File: src/rtl/plc_pkg.sv
package plc_pkg;
    typedef enum logic [2:0] {
        IMP_NONE, IMP_OK, IMP_MISS, IMP_VIOL, IMP_HWERR
    } imp_t;

    typedef enum logic [2:0] {
        K_OK, K_MISS, K_VIOL, K_MHIT, K_MISALIGN, K_HWERR
    } kind_t;

    localparam logic [3:0] RC_OK          = 4'd0;
    localparam logic [3:0] RC_D_MISS      = 4'd1;
    localparam logic [3:0] RC_D_VIOL      = 4'd2;
    localparam logic [3:0] RC_D_MHIT      = 4'd3;
    localparam logic [3:0] RC_D_MISALIGN  = 4'd4;
    localparam logic [3:0] RC_I_MISS      = 4'd5;
    localparam logic [3:0] RC_I_VIOL      = 4'd6;
    localparam logic [3:0] RC_I_MHIT      = 4'd7;
    localparam logic [3:0] RC_I_MISALIGN  = 4'd8;
    localparam logic [3:0] RC_HWERR       = 4'd9;

    localparam int ATTR_VALID = 0;
    localparam int ATTR_UR    = 2;
    localparam int ATTR_UW    = 3;
    localparam int ATTR_SW    = 4;
    localparam int ATTR_DIRTY = 7;
    localparam int ATTR_CACHE = 12;
    localparam int ATTR_WT    = 14;
    localparam int ATTR_PG_LO = 16;
endpackage

File: src/rtl/plc_desc_bank.sv
module plc_desc_bank #(
    parameter int N  = 16,
    parameter int AW = 32,
    localparam int IW = $clog2(N)
) (
    input  logic          clk,
    input  logic          rst_n,
    input  logic          cfg_we,
    input  logic [1:0]    cfg_sel,
    input  logic [IW-1:0] cfg_idx,
    input  logic [31:0]   cfg_wdata,
    input  logic [AW-1:0] addr,
    input  logic          write,
    input  logic          supv,
    output logic          enable,
    output logic [N-1:0]  hit_mask,
    output logic          perm_fail
);
    import plc_pkg::*;

    logic [31:0]   ctrl_q;
    logic [N-1:0]  viol_vec;
    logic [AW-1:0] base_q [N];
    logic [31:0]   attr_q [N];

    always_ff @(posedge clk) begin
        if (!rst_n)
            ctrl_q <= 32'h0000_0001;
        else if (cfg_we && cfg_sel == 2'd0)
            ctrl_q <= cfg_wdata;
    end

    assign enable = ctrl_q[0];

    for (genvar e = 0; e < N; e++) begin : g_ent
        logic [AW:0] span;
        logic [AW:0] top;
        logic        in_rng;
        logic        wr_bad;
        logic        rd_bad;

        always_ff @(posedge clk) begin
            if (!rst_n) begin
                base_q[e] <= '0;
                attr_q[e] <= '0;
            end else if (cfg_we && cfg_idx == IW'(e)) begin
                if (cfg_sel == 2'd1) base_q[e] <= cfg_wdata[AW-1:0];
                if (cfg_sel == 2'd2) attr_q[e] <= cfg_wdata;
            end
        end

        always_comb begin
            unique case (attr_q[e][ATTR_PG_LO+1:ATTR_PG_LO])
                2'd0:    span = (AW+1)'(32'h0000_0400);
                2'd1:    span = (AW+1)'(32'h0000_1000);
                2'd2:    span = (AW+1)'(32'h0010_0000);
                default: span = (AW+1)'(32'h0040_0000);
            endcase
        end

        assign top    = {1'b0, base_q[e]} + span;
        assign in_rng = (addr >= base_q[e]) && ({1'b0, addr} < top);
        assign hit_mask[e] = attr_q[e][ATTR_VALID] && in_rng;

        assign wr_bad = (!supv && !attr_q[e][ATTR_UW])
                     || (supv && !attr_q[e][ATTR_SW])
                     || (attr_q[e][ATTR_CACHE] && !attr_q[e][ATTR_WT]
                         && !attr_q[e][ATTR_DIRTY]);
        assign rd_bad = !supv && !attr_q[e][ATTR_UR];
        assign viol_vec[e] = write ? wr_bad : rd_bad;


        base_hold_chk: assert property (@(posedge clk) disable iff (!rst_n)
            (cfg_we && cfg_sel == 2'd1 && cfg_idx == IW'(e))
            |=> base_q[e] == $past(cfg_wdata[AW-1:0]));


        inval_nohit_chk: assert property (@(posedge clk) disable iff (!rst_n)
            !attr_q[e][ATTR_VALID] |-> !hit_mask[e]);
    end

    assign perm_fail = |(hit_mask & viol_vec);
endmodule

File: config.mk
export PLATFORM = sky130hd
export DESIGN_NAME = plc_desc_bank
export DESIGN_NICKNAME = d
export VERILOG_FILES = /design/src/rtl/plc_pkg.sv /design/src/rtl/plc_desc_bank.sv
export SDC_FILE = /design/constraint.sdc
export NUM_CORES = 2
export LEC_CHECK = 0
export CAP_MARGIN = 20
export CELL_PAD_IN_SITES_DETAIL_PLACEMENT = 0
export CELL_PAD_IN_SITES_GLOBAL_PLACEMENT = 2
export CORE_AREA = 8 8 366 368
export DETAILED_ROUTE_END_ITERATION = 16
export DIE_AREA = 0 0 374 376
export PLACE_DENSITY_LB_ADDON = 0.1
export SLEW_MARGIN = 40
export SYNTH_ARGS = -nofsm -noshare
export SYNTH_HDL_FRONTEND = slang
export SYNTH_SLANG_ARGS = --single-unit
export TNS_END_PERCENT = 5
File: constraint.sdc
create_clock -name clk -period 5.55 [get_ports clk]
set_input_delay 0.8325 -clock clk [delete_from_list [all_inputs] [get_ports clk]]
set_output_delay 0.8325 -clock clk [all_outputs]
set_load 0.01 [all_outputs]
==> impl_metrics.ini <==
[worst_setup_path]
required_ps = 4720
reg2reg_to = ctrl_q[0]
path_class = flip-flop to output port
r2r_slack_ps = 5000
cp_max_fo = 3
worst-r2r-cell-count = 2
r2r_start = ctrl_q[0]
cp-start-kind = flip-flop
cp-end-kind = output port
worstPathArrival_ps = 5420

[sta]
drv_slew = 0
finalCriticalPeriod_ps = 6254
rsz0062_at_grt = yes
skew_ps = 0
setup_viol = 11
fmax_mhz = 159.9
worst_slack_ps = -703.9
post-route-period-util = 1.127
worst_pin_slew_ps = 892.6
hold_viol = 0
relSlewSlack = 0.4027

[cells_and_area]
postLayoutCellArea_um2 = 65240
final_nets = 7218
final_layout_size_suffix_gt1_frac = 0.1659
multiInputGateArea_um2 = 32060
postLayoutCoreUtil = 0.5084
final-seq-area_um2 = 19720
syn_to_final_growth_pct = 22.22
n_fill_cell = 11920

[yosys]
syn_area_um2 = 53380
synth_top_area_frac = 0.3690
ys_seq_area_frac = 0.3694
syn_avg_cell_area_um2 = 9.769
synthesis.nets = 6483
synth_warnings = 0
synth_cell_types = 75
synth_largest_area_cell = edfxtp_1
ys.flop_type = edfxtp_1
synth.area.top_cells = edfxtp_1, ha_1, and2_1
ys_ff_latch = 657
synth_edf_count = 656
yosys-top-cells-count = ha_1, and2_1, edfxtp_1
syn-instance-count = 5464
async_reset_ff_frac = 0
yosysMostFrequentCell = ha_1

[worst_hold_path]
hp-class = flip-flop to flip-flop
hp-start = ctrl_q[0]
holdPathEnd = ctrl_q[0]
hold_path_depth = 2

[global_routing]
grt_max_degree = 34
antenna_found_initial = 35
grt_pass1_vias = 42420
grt_pass1_wl_um = 279100
grt_overflow = 0
grt_use_total = 0.2683

[clocking]
clock_latency_ps = 680
htreeDepth = 3
cts_tree = built
clkSinkCount = 657
clk_pin_slew_ps = 70
clockRootBuffer = clkbuf_16
clk_path_buf_depth = 3
cts_made_buffers = 83
hold_buffers = 0

[place]
place_area_um2 = 61600
place.gp.congestion = 0.8825
dp_hpwl_um = 143200
portBuffers = 92

[run]
cap_violations = 0

[routing]
dr_wl_met3_um = 15140
drc_errors = 0
dr.pass1.iters = 5
wl_met1_um = 86020
routed_wl_um = 193600
viasPerCell = 5.481
wire_per_inst_um = 24.29
num_vias = 43690
drtIter0Drc = 3685
routed-wl-met2_um = 85410
antenna_left = 0
top_layer = met5

[status]
status = finished with violations
violations = negative setup slack

[power]
p_per_area_nw_per_um2 = 228.8
peakVddDrop_mv = 0.2456
p_leak_uw = 0.02889

[floorplanning]
die_h_um = 376
start_util = 0.4160
core-area_um2 = 128300
rows = 132
die_x_um = 374
die-area_um2 = 140600
ios = 93
-- what timing repair did --
item	CTS	global route
resized for setup	143	44
hold endpoints to repair	0	0
buffers inserted	12	3
pin swaps	74	31
setup endpoints to repair	17	16
gates cloned	0	0
-- layout by cell type (no fill, tap or decap), types with 16 or more instances in the layout --
cell type	instances
nor4_2	17
nand4_1	173
a211oi_1	45
clkinv_2	18
clkinv_1	19
nor2_1	250
xor2_1	24
buf_2	43
nor4_1	19
and4_1	23
nor3_1	72
edfxtp_1	656
buf_12	50
nand2_1	284
and3_1	22
and2_1	678
inv_1	554
a21oi_1	329
o21ai_0	156
mux2i_1	16
a31oi_1	44
diode_2	31
o21a_1	16
ha_1	931
o211ai_1	27
nand2b_1	31
clkdlybuf4s50_1	23
clkbuf_16	85
a21o_1	132
buf_4	622
o21ai_1	34
xnor2_1	295
nand3_1	124
nor2b_1	61
-- layer usage --
layer  vias to the layer above  global-route usage
li1                      21210                   -
met1                     20890              0.3612
met2                      1314              0.4262
met3                       268             0.05540
met4                         6             0.09857
met5                         -                   0
-- worst max-delay path by stage --
stage                endpoint  slack [ps]      startpoint  cells after the start
floorplan           perm_fail         320  attr_q[0][144]                     19
global placement    perm_fail        -720  attr_q[0][145]                     21
detailed placement  perm_fail        -770   attr_q[0][81]                     21
CTS                 perm_fail        -700   attr_q[0][80]                     20
global route        perm_fail       -1000  attr_q[1][144]                     24
finish              perm_fail        -700  attr_q[0][112]                     21
-- flip-flops by register name, indices dropped and copies added, names as in the netlist --
signal	count
ctrl_q	1
attr_q	144
base_q	512
-- critical path, cell delays in order, from the launching register on --
cell      delay [ps]
edfxtp_1         390
nor2b_1          150
ha_1             320
a31oi_2          210
nor4_2            70
buf_4            140
a31oi_1          240
inv_1            110
a31oi_4          240
or2_1            200
xnor2_1           90
ha_1             300
o21ai_1           80
o21ai_1          160
nand4_1          110
a22o_1           240
a32oi_2          200
nor3_1            80
buf_4            190
a2111o_1         450
or4_4            620
buf_6            150
-- power breakdown --
group          leakage [uW]  internal [uW]  total, uW  switching [uW]
registers           0.00625           5720       5880             162
clock network       0.00131           3170       5530            2360
logic                0.0213           1470       3520            2040
total                0.0289          10400      14900            4560
-- layout make-up --
type	instances	share of cell area
Tap cell	1675	0.03212
Timing Repair Buffer	762	0.09928
Clock inverter	55	0.007940
Multi-Input combinational cell	4128	0.4914
Clock buffer	95	0.03318
Antenna cell	31	0.001189
Inverter	567	0.03262
Sequential cell	657	0.3022
-- cells by family after synthesis --
family	after synthesis	share of synthesized area
AND/OR/NAND/NOR	1853	0.1892
multiplexers	16	0.003000
XOR/XNOR	320	0.05250
buffers and inverters	679	0.04782
adder cells (fa/ha/maj)	944	0.2213
AO/OA/AOI/OAI	995	0.1168
flip-flops	657	0.3694
-- metrics by stage --
stage / power, uW / TNS [ps] / instances / hold slack, ps / worst slack [ps]
3_3_place_gp: 9327 / -719.5 / 7762 / 463.7 / -719.5
3_5_place_dp: 9393 / -766.9 / 7776 / 459.6 / -766.9
5_1_grt: 15600 / -6831 / 7952 / 502.6 / -1003
6_report: 14930 / -2935 / 7970 / 475.2 / -703.9
2_1_floorplan: 7782 / 0 / 5464 / 491.7 / 321.8
4_1_cts: 15000 / -4086 / 7936 / 481.4 / -701.4
No activity file was read; power rests on OpenSTA's default activity.
